**config.mk**
```make
export PLATFORM = sky130hd
export DESIGN_NAME = hpw_walker
export DESIGN_NICKNAME = d
export VERILOG_FILES = /design/src/rtl/hpw_pkg.sv /design/src/rtl/hpw_hash.sv /design/src/rtl/hpw_match.sv /design/src/rtl/hpw_refchg.sv /design/src/rtl/hpw_ctrl.sv /design/src/rtl/hpw_walker.sv
export SDC_FILE = /design/constraint.sdc
export NUM_CORES = 1
export LEC_CHECK = 0
export ABC_AREA = 1
export BUFFER_PORTS_ARGS = -buffer_cell sky130_fd_sc_hd__buf_2
export CORE_MARGIN = 8
export CORE_UTILIZATION = 59
export DETAILED_ROUTE_END_ITERATION = 8
export PLACE_DENSITY = 0.95
export REMOVE_ABC_BUFFERS = 1
export SETUP_SLACK_MARGIN = 0.5
export SLEW_MARGIN = 40
export SYNTH_ARGS = -nofsm -noshare
export SYNTH_HDL_FRONTEND = slang
export SYNTH_SLANG_ARGS = --single-unit
```
**constraint.sdc**
```tcl
create_clock -name clk -period 8.62 [get_ports clk]
set_input_delay 1.293 -clock clk [delete_from_list [all_inputs] [get_ports clk]]
set_output_delay 1.293 -clock clk [all_outputs]
set_load 0.01 [all_outputs]
```
**src/rtl/hpw_pkg.sv**
```systemverilog
// Package: shared layout constants and state type for the hashed page table walker.
// Assumes 32-bit entry words, big-endian byte numbering inside an entry.
package hpw_pkg;
    localparam int VSID_W    = 24;
    localparam int PGIDX_W   = 16;
    localparam int API_W     = 6;
    localparam int PAGE_BITS = 12;
    localparam int EA_W      = PAGE_BITS + PGIDX_W;
    localparam int WORD_W    = 32;
    localparam int ADDR_W    = 32;
    localparam int TAG_W     = VSID_W + 1 + API_W;
    localparam int V_BIT     = 31;
    localparam int H_BIT     = 6;
    localparam int R_BIT     = 8;
    localparam int C_BIT     = 7;

    typedef enum logic [2:0] {
        S_IDLE, S_RD0, S_W0, S_RD1, S_W1, S_SETR, S_SETC, S_DONE
    } walk_state_e;
endpackage

```
**src/rtl/hpw_hash.sv**
```systemverilog
// Module: computes the compare tag and the primary/secondary group offsets.
// Assumes the offset is the hash scaled by the group size, then masked.
module hpw_hash
    import hpw_pkg::*;
#(
    parameter int GROUP_BYTES = 64
) (
    input  logic [VSID_W-1:0]  vsid,
    input  logic [PGIDX_W-1:0] pg_idx,
    input  logic [ADDR_W-1:0]  tbl_mask,
    output logic [TAG_W-1:0]   tag,
    output logic [ADDR_W-1:0]  prim_off,
    output logic [ADDR_W-1:0]  sec_off
);
    localparam int GROUP_SHIFT = $clog2(GROUP_BYTES);

    logic [ADDR_W-1:0] hash;

    // hash, tag and both offsets
    always_comb begin
        hash     = ADDR_W'(vsid) ^ ADDR_W'(pg_idx);
        tag      = {vsid, 1'b0, pg_idx[PGIDX_W-1 -: API_W]};
        prim_off = (hash << GROUP_SHIFT) & tbl_mask;
        sec_off  = ((~hash) << GROUP_SHIFT) & tbl_mask;
    end
endmodule

```
**src/rtl/hpw_match.sv**
```systemverilog
// Module: decides whether an entry's first word matches the tag for the current pass.
// Assumes the tag carries 0 in the secondary-flag position.
module hpw_match
    import hpw_pkg::*;
(
    input  logic [WORD_W-1:0] word0,
    input  logic [TAG_W-1:0]  tag,
    input  logic              pass,
    output logic              match
);
    logic [TAG_W-1:0] field;

    // valid, pass flag and tag comparison
    always_comb begin
        field = word0[TAG_W-1:0];
        field[H_BIT] = 1'b0;
        match = word0[V_BIT] && (word0[H_BIT] == pass) && (field == tag);
    end
endmodule

```
**src/rtl/hpw_refchg.sv**
```systemverilog
// Module: works out the referenced/changed updates and their byte values.
// Assumes byte 6 of an entry is word1[15:8] and byte 7 is word1[7:0].
module hpw_refchg
    import hpw_pkg::*;
(
    input  logic [15:0] word1_lo,
    input  logic        store,
    output logic        need_r,
    output logic        need_c,
    output logic        keep_write,
    output logic [7:0]  r_byte,
    output logic [7:0]  c_byte
);
    // update decisions and byte images
    always_comb begin
        need_r     = !word1_lo[R_BIT];
        need_c     = !word1_lo[C_BIT] && store;
        keep_write = word1_lo[C_BIT] || store;
        r_byte     = word1_lo[15:8] | 8'h01;
        c_byte     = word1_lo[7:0] | 8'h80;
    end
endmodule

```
**src/rtl/hpw_ctrl.sv**
```systemverilog
// Module: walk sequencer. Scans both groups, drives the memory port, holds the result.
// Assumes tbl_base/tbl_mask stay stable during a walk and one memory read is outstanding at most.
module hpw_ctrl
    import hpw_pkg::*;
#(
    parameter int GROUP_ENTRIES = 8,
    parameter int ENTRY_BYTES   = 8
) (
    input  logic               clk,
    input  logic               rst_n,
    input  logic [ADDR_W-1:0]  tbl_base,
    input  logic               req_valid,
    output logic               req_ready,
    input  logic [PAGE_BITS-1:0] req_pg_off,
    input  logic               req_store,
    input  logic [TAG_W-1:0]   tag_in,
    input  logic [ADDR_W-1:0]  prim_in,
    input  logic [ADDR_W-1:0]  sec_in,
    output logic [TAG_W-1:0]   tag_q,
    output logic               pass_q,
    input  logic               match,
    output logic [15:0]        rc_word,
    output logic               store_q,
    input  logic               need_r,
    input  logic               need_c,
    input  logic               keep_write,
    input  logic [7:0]         r_byte,
    input  logic [7:0]         c_byte,
    output logic               mem_req_valid,
    input  logic               mem_req_ready,
    output logic               mem_we,
    output logic [ADDR_W-1:0]  mem_addr,
    output logic [7:0]         mem_wbyte,
    input  logic               mem_rvalid,
    input  logic [WORD_W-1:0]  mem_rdata,
    output logic               done_valid,
    output logic               done_hit,
    output logic [WORD_W-1:0]  done_word0,
    output logic [WORD_W-1:0]  done_word1,
    output logic [ADDR_W-1:0]  done_entry_addr,
    output logic [ADDR_W-1:0]  done_phys_addr,
    output logic               done_write_ok
);
    localparam int IDX_W       = $clog2(GROUP_ENTRIES);
    localparam int ENTRY_SHIFT = $clog2(ENTRY_BYTES);
    localparam logic [IDX_W-1:0] LAST_SLOT = IDX_W'(GROUP_ENTRIES - 1);

    walk_state_e         state_q;
    logic [IDX_W-1:0]    slot_q;
    logic [ADDR_W-1:0]   prim_q, sec_q, grp_off, entry_addr;
    logic [PAGE_BITS-1:0] pg_off_q;
    logic [WORD_W-1:0]   w0_q, w1_q;
    logic                hit_q, wok_q;

    // entry address of the current slot
    always_comb begin
        grp_off    = pass_q ? sec_q : prim_q;
        entry_addr = tbl_base + grp_off + (ADDR_W'(slot_q) << ENTRY_SHIFT);
    end

    // memory request decode from the state
    always_comb begin
        mem_req_valid = (state_q == S_RD0) || (state_q == S_RD1) ||
                        (state_q == S_SETR) || (state_q == S_SETC);
        mem_we        = (state_q == S_SETR) || (state_q == S_SETC);
        mem_wbyte     = (state_q == S_SETC) ? c_byte : r_byte;
        case (state_q)
            S_RD1:   mem_addr = entry_addr + ADDR_W'(4);
            S_SETR:  mem_addr = entry_addr + ADDR_W'(6);
            S_SETC:  mem_addr = entry_addr + ADDR_W'(7);
            default: mem_addr = entry_addr;
        endcase
        rc_word = (state_q == S_W1) ? mem_rdata[15:0] : w1_q[15:0];
    end

    // result ports
    always_comb begin
        req_ready       = (state_q == S_IDLE);
        done_valid      = (state_q == S_DONE);
        done_hit        = hit_q;
        done_word0      = w0_q;
        done_word1      = w1_q;
        done_entry_addr = entry_addr;
        done_phys_addr  = {w1_q[WORD_W-1:PAGE_BITS], pg_off_q};
        done_write_ok   = wok_q;
    end

    // walk state machine
    always_ff @(posedge clk) begin
        if (!rst_n) begin
            state_q  <= S_IDLE;
            slot_q   <= '0;
            pass_q   <= 1'b0;
            tag_q    <= '0;
            prim_q   <= '0;
            sec_q    <= '0;
            pg_off_q <= '0;
            store_q  <= 1'b0;
            w0_q     <= '0;
            w1_q     <= '0;
            hit_q    <= 1'b0;
            wok_q    <= 1'b0;
        end else begin
            case (state_q)
                S_IDLE: if (req_valid) begin
                    tag_q    <= tag_in;
                    prim_q   <= prim_in;
                    sec_q    <= sec_in;
                    pg_off_q <= req_pg_off;
                    store_q  <= req_store;
                    pass_q   <= 1'b0;
                    slot_q   <= '0;
                    state_q  <= S_RD0;
                end
                S_RD0: if (mem_req_ready) state_q <= S_W0;
                S_W0: if (mem_rvalid) begin
                    w0_q <= mem_rdata;
                    if (match) begin
                        state_q <= S_RD1;
                    end else if (slot_q != LAST_SLOT) begin
                        slot_q  <= slot_q + 1'b1;
                        state_q <= S_RD0;
                    end else if (!pass_q) begin
                        pass_q  <= 1'b1;
                        slot_q  <= '0;
                        state_q <= S_RD0;
                    end else begin
                        hit_q   <= 1'b0;
                        wok_q   <= 1'b0;
                        state_q <= S_DONE;
                    end
                end
                S_RD1: if (mem_req_ready) state_q <= S_W1;
                S_W1: if (mem_rvalid) begin
                    w1_q  <= mem_rdata;
                    hit_q <= 1'b1;
                    wok_q <= keep_write;
                    if (need_r)      state_q <= S_SETR;
                    else if (need_c) state_q <= S_SETC;
                    else             state_q <= S_DONE;
                end
                S_SETR: if (mem_req_ready) state_q <= need_c ? S_SETC : S_DONE;
                S_SETC: if (mem_req_ready) state_q <= S_DONE;
                default: state_q <= S_IDLE;
            endcase
        end
    end

    // checker state: address of the last accepted read
    logic [ADDR_W-1:0] last_rd_q;
    always_ff @(posedge clk) begin
        if (!rst_n) last_rd_q <= '1;
        else if (mem_req_valid && mem_req_ready && !mem_we) last_rd_q <= mem_addr;
    end


    req_hold_chk: assert property (@(posedge clk) disable iff (!rst_n)
        mem_req_valid && !mem_req_ready |=> mem_req_valid && $stable(mem_addr)
                                           && $stable(mem_we) && $stable(mem_wbyte));

    word_order_chk: assert property (@(posedge clk) disable iff (!rst_n)
        mem_req_valid && !mem_we && mem_addr[2] |-> last_rd_q == mem_addr - ADDR_W'(4));

    chg_store_only_chk: assert property (@(posedge clk) disable iff (!rst_n)
        mem_req_valid && mem_we && mem_addr[2:0] == 3'd7 |-> store_q && mem_wbyte[7]);

    ref_bit_set_chk: assert property (@(posedge clk) disable iff (!rst_n)
        mem_req_valid && mem_we && mem_addr[2:0] == 3'd6 |-> mem_wbyte[0]);

    hit_valid_chk: assert property (@(posedge clk) disable iff (!rst_n)
        done_valid && done_hit |-> done_word0[V_BIT]);

    done_pulse_chk: assert property (@(posedge clk) disable iff (!rst_n)
        done_valid |=> !done_valid);

    idle_quiet_chk: assert property (@(posedge clk) disable iff (!rst_n)
        req_ready |-> !mem_req_valid);
endmodule

```
**src/rtl/hpw_walker.sv**
```systemverilog
// Module: top of the hashed page table walker; wires hash, match, update and sequencer.
// Assumes the caller has already chosen the segment and supplies its VSID.
module hpw_walker
    import hpw_pkg::*;
#(
    parameter int GROUP_ENTRIES = 8,
    parameter int ENTRY_BYTES   = 8
) (
    input  logic              clk,
    input  logic              rst_n,
    input  logic [31:0]       tbl_base,
    input  logic [31:0]       tbl_mask,
    input  logic              req_valid,
    output logic              req_ready,
    input  logic [23:0]       req_vsid,
    input  logic [27:0]       req_ea,
    input  logic              req_store,
    output logic              mem_req_valid,
    input  logic              mem_req_ready,
    output logic              mem_we,
    output logic [31:0]       mem_addr,
    output logic [7:0]        mem_wbyte,
    input  logic              mem_rvalid,
    input  logic [31:0]       mem_rdata,
    output logic              done_valid,
    output logic              done_hit,
    output logic [31:0]       done_word0,
    output logic [31:0]       done_word1,
    output logic [31:0]       done_entry_addr,
    output logic [31:0]       done_phys_addr,
    output logic              done_write_ok
);
    localparam int GROUP_BYTES = GROUP_ENTRIES * ENTRY_BYTES;

    logic [TAG_W-1:0]  tag_w, tag_q;
    logic [ADDR_W-1:0] prim_w, sec_w;
    logic              pass_q, match, store_q;
    logic [15:0]       rc_word;
    logic              need_r, need_c, keep_write;
    logic [7:0]        r_byte, c_byte;

    hpw_hash #(.GROUP_BYTES(GROUP_BYTES)) u_hash (
        .vsid(req_vsid), .pg_idx(req_ea[EA_W-1:PAGE_BITS]), .tbl_mask(tbl_mask),
        .tag(tag_w), .prim_off(prim_w), .sec_off(sec_w)
    );

    hpw_match u_match (
        .word0(mem_rdata), .tag(tag_q), .pass(pass_q), .match(match)
    );

    hpw_refchg u_refchg (
        .word1_lo(rc_word), .store(store_q), .need_r(need_r), .need_c(need_c),
        .keep_write(keep_write), .r_byte(r_byte), .c_byte(c_byte)
    );

    hpw_ctrl #(.GROUP_ENTRIES(GROUP_ENTRIES), .ENTRY_BYTES(ENTRY_BYTES)) u_ctrl (
        .clk(clk), .rst_n(rst_n), .tbl_base(tbl_base),
        .req_valid(req_valid), .req_ready(req_ready),
        .req_pg_off(req_ea[PAGE_BITS-1:0]), .req_store(req_store),
        .tag_in(tag_w), .prim_in(prim_w), .sec_in(sec_w),
        .tag_q(tag_q), .pass_q(pass_q), .match(match),
        .rc_word(rc_word), .store_q(store_q),
        .need_r(need_r), .need_c(need_c), .keep_write(keep_write),
        .r_byte(r_byte), .c_byte(c_byte),
        .mem_req_valid(mem_req_valid), .mem_req_ready(mem_req_ready),
        .mem_we(mem_we), .mem_addr(mem_addr), .mem_wbyte(mem_wbyte),
        .mem_rvalid(mem_rvalid), .mem_rdata(mem_rdata),
        .done_valid(done_valid), .done_hit(done_hit),
        .done_word0(done_word0), .done_word1(done_word1),
        .done_entry_addr(done_entry_addr), .done_phys_addr(done_phys_addr),
        .done_write_ok(done_write_ok)
    );
endmodule

```
==> run metrics, run 1 <==
vias per cell=5.642; ys flop type=dfxtp_1; Synth Cell Area=12,330 um2; Non-Filler Instances=2,621; crit share post-route=0.6445; commonest non-fill, non-tap cell in the layout=nand2_1; CTS tree=built; Core ar.=20,760 um2; die width=160.6 um; final core utilization=0.7008; Slowest Stage Delay on Critical Path=390 ps; Post-Synth Adder-Cell Area=0.03714; Post-Synth XOR/XNOR Area=0.02628; initial antenna violation count=12; row count=53; Area Growth Syn to Fin=17.97%; GR Util All Layers=0.3247; CTS resizes=0; count of pins over their slew limit=0; Final Hold Viols=0; worst path required time=7330 ps; Hold-fix buffers, CTS=0; PD cells=217.5 nW/um2; reg-to-reg startpoint=u_ctrl.state_q[0]; Post-Place Cells=roughly 2,600; share of the synthesized area in the top cell type=0.2695; post-route ant nets=0; Final Critical Period=about 5600 ps; fraction of layout cells with a size suffix above 1=0.2083; Worst Hold Class=reg2reg; most frequent cells in the layout=nand2_1 (542), buf_2 (321), inv_1 (257); CP arrival=4260 ps; setup violators final=0; status=completed; final setup margin=3064 ps; global-route wire length before repair=between 60 and 70 mm; post-CTS setup buffer count=0; PortBufs=321; post-synthesis compound-gate area fraction=0.1608; Crit Path Class=in2out; Buf/Inv on CP=4; RSZ-0062 raised after global routing=no; DRC=0; Worst Setup End Kind=primary output; largest family of logic cells by synthesized area=simple AND/OR/NAND/NOR gates; YS warnings=0; accumulated negative setup slack=0 ps; CTS clk-pin slew, worst paths=60 ps; global placer's final weighted congestion=~1; Crit. Startpoint=tbl_base[3]; measured slew at the worst slew-check pin=824.2 ps; final WL=~44 mm; CP Cell Sequence=buf_2 -> ha_1 -> inv_1 -> fa_1 -> inv_1 -> nand3_1 -> nand2_1 -> nand2_1 -> nand2_1 -> nand2_1 -> nand3_1 -> nand2_1 -> nor2_2 -> nand2_2 -> nor3_1 -> nand3_1 -> nand3_1 -> nand4_1 -> buf_2; total gr overflow=0; clock tree buffer depth=2; # clock sinks=166; Post-Synthesis Cells=about 2,100; Leak=between 7 and 8 nW; Slew headroom=0.4485; mux share of post-synthesis cell area=0; Final Skew=approximately 8 ps; CP max-delay cell=fa_1; synthesized area per cell=5.989 um2; Setup WS pre-CTS=3129 ps; Avg WL per Cell=16.78 um; Max VDD drop=0.1408 mV; sequential-to-total area share from yosys stat=0.2695; via count=14,790; DRT Pass-1 Iters=6; Setup crit start kind=input pin; initial DRC count=1,379; most used cell, CP=nand2_1; Min Hold Slack=448.5 ps; Critical Path Fanout Max=5; clock latency on the worst-skew pair=430 ps; vias in the first global route=14,200; total CTS buffers=17; DIE AREA=25,780 um2; H-tree levels=4; Vert. Die Dim=160.6 um; Synth area leader=dfxtp_1; layout net count=around 2,500; Max Cap Viol=0; EDFF count, synth=0; DP Wirelength=~33 mm; Max Clk Rate=180.0 MHz; root buffer cell=clkbuf_16; Area contributors post-synth=dfxtp_1 (27%), nand2_1 (17%), inv_1 (7.9%); hold_sp=u_ctrl.prim_q[9]; Synth Area in Simple Gates=0.3846; critical path's top delay family=simple AND/OR/NAND/NOR gates; Yosys reg bits=166; largest net degree at the start of global routing=106; Synth async-reset ratio=0; I/O Pins=328; initial core utilization=0.5941; Distinct cells, synth=46
final cells by class:
type / count / area [um2]
diodes: 13 / 32.53
fillers: 1766 / 6210
flip-flops and latches: 166 / 3323
clock inverters: 11 / 90.09
multi-input cells: 1518 / 7523
repair buffers: 334 / 1708
well taps: 275 / 344.1
inverters: 283 / 1065
clock buffers: 21 / 460.4
final timing paths:
| kind | end | slack (ps) | cells past startpoint |
|---|---|---|---|
| hold reg to reg | u_ctrl.prim_q[9] | 450 | 2 |
| hold / removal | u_ctrl.prim_q[9] | 450 | 2 |
| setup / recovery | mem_addr[28] | 3060 | 19 |
| setup reg to reg | u_ctrl.state_q[0] | 6090 | 10 |
Yosys cell counts, drive strengths merged, types with 2 or more instances:
cell type  count
nand3b         5
o2111ai       10
nand3        169
buf           30
nor4b          2
xor2          15
o21ai        168
a21oi        173
or2            9
nand4         38
dfxtp        166
nor3          18
nor4           2
o22ai          3
nand2        583
inv          279
and2           2
xnor2         22
ha            35
a211oi         9
clkbuf        62
a31oi          2
clkinv         4
nor2         241
o211ai         4
logic make-up after synthesis:
group	Yosys count
compound gates	376
xor+xnor	37
fa+ha+maj	36
buf+inv	375
flops	166
simple gates	1069
worst register-to-register path, stage by stage (launching register included):
cell and delay (ps):
dfxtp_1 370, inv_1 120, nor2_1 70, nand2_1 470, nand2_1 240, inv_1 260, a21oi_1 120, nor3_1 400
inv_1 160, nand2_1 100, a21oi_1 70
registers in the layout, indices dropped and copies added (netlist names):
signal                flops
u_ctrl.pg_off_q          12
u_ctrl.tag_q             30
u_ctrl.store_q            1
u_ctrl.pass_q             1
u_ctrl.slot_q             3
u_ctrl.prim_q            24
u_ctrl.done_hit           1
u_ctrl.state_q            3
u_ctrl.sec_q             26
u_ctrl.done_word1        32
u_ctrl.done_word0        32
u_ctrl.done_write_ok      1
report_power, final:
group | internal, mW | total, mW | leakage, nW | switching [mW]
Clock | 0.389 | 0.716 | 0.270 | 0.326
Sequential | 0.858 | 0.906 | 1.35 | 0.0482
Combinational | 0.481 | 1.54 | 5.59 | 1.06
stage by stage:
stage / area, um2 / power [mW]
after floorplan: 11890 / 1.934
after global placement: 13950 / 2.387
after detailed placement: 13960 / 2.432
after CTS: 14510 / 3.145
after global routing: 14540 / 3.368
final: 14550 / 3.164
metal layers:
layer	wire [um]	up-vias	track usage
met3	3917	167	0.07167
met5	0	-	0
li1	-	7147	-
met2	21260	833	0.5635
met1	16470	6640	0.3562
met4	2322	0	0.1992
Power figures use the tool's default switching activity.
==> inputs of run 2 (changes only) <==
ABC_AREA = 0   (was 1)
CORE_UTILIZATION = 53   (was 59)
PLACE_DENSITY = 0.88   (was 0.95)
clock period = 5.8 ns   (was 8.62 ns; I/O delays follow)
==> run 2 against run 1 <==
  * Cell count down 20%
  * Non-clock buffer count is 37 higher
  * Hold slack better by 13 ps
  * Wire length is 6.9% lower
  * Combinational power increased by 32%
  * Critical path depth down 3
  * Largest cell class unchanged
  * Largest power group unchanged
==> run metrics, run 2 <==
PortBufs=321; initial DRC count=a little under 1,000; critical path's top delay family=compound AO/OA/AOI/OAI gates; synthesized area per cell=7.433 um2; RSZ-0062 raised after global routing=yes; global-route wire length before repair=around 60 mm; vias per cell=5.867; Area contributors post-synth=dfxtp_1 (29%), nand2_1 (12%), a21boi_0 (9.6%); CTS clk-pin slew, worst paths=80 ps; status=completed; mux share of post-synthesis cell area=0.03189; Yosys reg bits=166; PD cells=~320 nW/um2; Avg WL per Cell=19.48 um; DIE AREA=between 20,000 and 30,000 um2; Final Skew=15.23 ps; Min Hold Slack=461.4 ps; Slowest Stage Delay on Critical Path=470 ps; H-tree levels=4; via count=12,330; Crit Path Class=reg2out; most frequent cell after synthesis=nand2_1; global placer's final weighted congestion=0.9608; I/O Pins=328; largest net degree at the start of global routing=88; fraction of layout cells with a size suffix above 1=0.2927; FILL cells=1,716; total CTS buffers=17; Worst Setup End Kind=primary output; DRC=0; top cells by count, synth=nand2_1 (357), dfxtp_1 (166), a21boi_0 (145); Synth area leader=dfxtp_1; CP Cell Sequence=buf_12 -> buf_12 -> mux2_2 -> ha_1 -> nand2_1 -> nor3_1 -> nand2_1 -> a21oi_1 -> o21ai_0 -> xnor2_2 -> buf_4 -> and4_1 -> nand4_1 -> a211oi_2 -> o211ai_1 -> buf_2; Max VDD drop=0.2312 mV; clock latency on the worst-skew pair=about 450 ps; setup violators final=0; Max Cap Viol=0; initial antenna violation count=12; initial core utilization=0.5392; DP Wirelength=approximately 30 mm; YS warnings=0; Hold-fix buffers, CTS=0; DRT Pass-1 Iters=6; Synth async-reset ratio=0; CP arrival=4450 ps; measured slew at the worst slew-check pin=781.2 ps; final WL=40.95 mm; post-synthesis compound-gate area fraction=0.2420; clock tree buffer depth=2; Vert. Die Dim=162.0 um; most frequent cells in the layout=nand2_1 (351), buf_2 (320), dfxtp_1 (165); Area Growth Syn to Fin=27.28%; # clock sinks=166; total power=between 4 and 5 mW; crit share post-route=0.9179; sequential-to-total area share from yosys stat=0.2941; Core ar.=approximately 21,000 um2; Highest Signal Layer=met5; met1 WL=16.20 mm; Buf/Inv on CP=4; Slew headroom=0.4792; commonest non-fill, non-tap cell in the layout=nand2_1; die width=162.0 um; post-route cell area=14,380 um2; share of the synthesized area in the top cell type=0.2941; count of pins over their slew limit=0; Leak=6.069 nW; Post-Synth XOR/XNOR Area=0.06423; Final Hold Viols=0; Setup WS pre-CTS=508.4 ps; ys flop type=dfxtp_1; Post-Synth Adder-Cell Area=0.04053; GR Util All Layers=0.2893; CTS tree=built; EDFF count, synth=0; area of the multi-input gates=7807 um2; root buffer cell=clkbuf_16; worst path required time=approximately 5000 ps; accumulated negative setup slack=0 ps; post-route ant nets=0; largest family of logic cells by synthesized area=simple AND/OR/NAND/NOR gates; Final Critical Period=5324 ps; Max Clk Rate=~190 MHz; Distinct cells, synth=78; Setup crit start kind=flop; Synth Cell Area=11,300 um2; Worst Hold Class=reg2reg; final setup margin=around 480 ps; register area=between 3000 and 4000 um2; met2 WL post-DR=20.02 mm; CP max-delay cell=ha_1; total gr overflow=0; Post-Synthesis Cells=1,520; layout net count=~2,000; placed cell areas=12,890 um2; vias in the first global route=roughly 12,000; Synth Area in Simple Gates=0.2666; Critical Path Fanout Max=15; DR WL met3=a little under 3 mm; row count=53
## run 2: cell types whose count changed after synthesis, moves of 24 or more
cell / previous run / this run
a21boi_0: 0 / 145
a21oi_1: 172 / 74
inv_1: 259 / 46
mux2_2: 0 / 24
nand2_1: 543 / 357
nand2_2: 35 / 2
nand3_1: 165 / 50
nor2_1: 199 / 71
nor2_2: 27 / 0
nor2b_1: 0 / 27
o21ai_0: 160 / 59
xor2_1: 15 / 49
## run 2: per-layer routing
layer / vias to the layer above / global-route usage
li1: 5834 / -
met1: 5794 / 0.3352
met2: 593 / 0.5032
met3: 110 / 0.05771
met4: 2 / 0.1372
met5: - / 0
## run 2: through the flow
step             util  instances
3_5_place_dp   0.6151       2025
5_1_grt        0.6859       2099
2_1_floorplan       -       1411
3_3_place_gp   0.6150       2025
6_report       0.6862       2102
4_1_cts        0.6540       2062
## run 2: area by class of cell
type                    count  share of cell area
diodes                     13            0.002262
clock buffers              17             0.02958
clock inverters            15             0.01392
inverters                  47             0.01227
multi-input cells        1198              0.5429
flip-flops and latches    166              0.2314
well taps                 275             0.02393
repair buffers            371              0.1437
## run 2: what timing repair did
item                       in CTS  in global routing
gates resized for setup        35                 82
setup buffers                   5                 25
cloned                          0                  1
pin swaps                       9                 29
setup endpoints to repair      14                 18
## run 2: power breakdown
part	leakage (nW)	total [mW]	switching [mW]	internal, mW
registers	1.35	1.36	0.0949	1.27
logic	4.41	2.03	1.25	0.781
clock network	0.305	1.20	0.576	0.628
total	6.07	4.60	1.92	2.68
## run 2: cell families (layout without fill, tap and decap cells)
logic type	after synthesis	in the layout
compound gates	397	397
xor+xnor	82	82
simple gates	650	650
mux	33	33
buf+inv	156	450
other cells	0	13
fa+ha+maj	36	36
flops	166	166
## run 2: tightest hold or removal path, cell delays in order (launching register included)
cell and delay (ps):
dfxtp_1 310, nand2_1 40, a21boi_0 60
## run 2: worst paths after layout
| path | startpoint | endpoint | slack, ps | cells after the start |
|---|---|---|---|---|
| setup / recovery | u_ctrl.pass_q | mem_addr[31] | 480 | 16 |
| hold / removal | u_ctrl.pg_off_q[3] | u_ctrl.pg_off_q[3] | 460 | 2 |
| setup reg to reg | u_ctrl.state_q[2] | u_ctrl.sec_q[12] | 3130 | 6 |
| hold reg to reg | u_ctrl.pg_off_q[3] | u_ctrl.pg_off_q[3] | 460 | 2 |
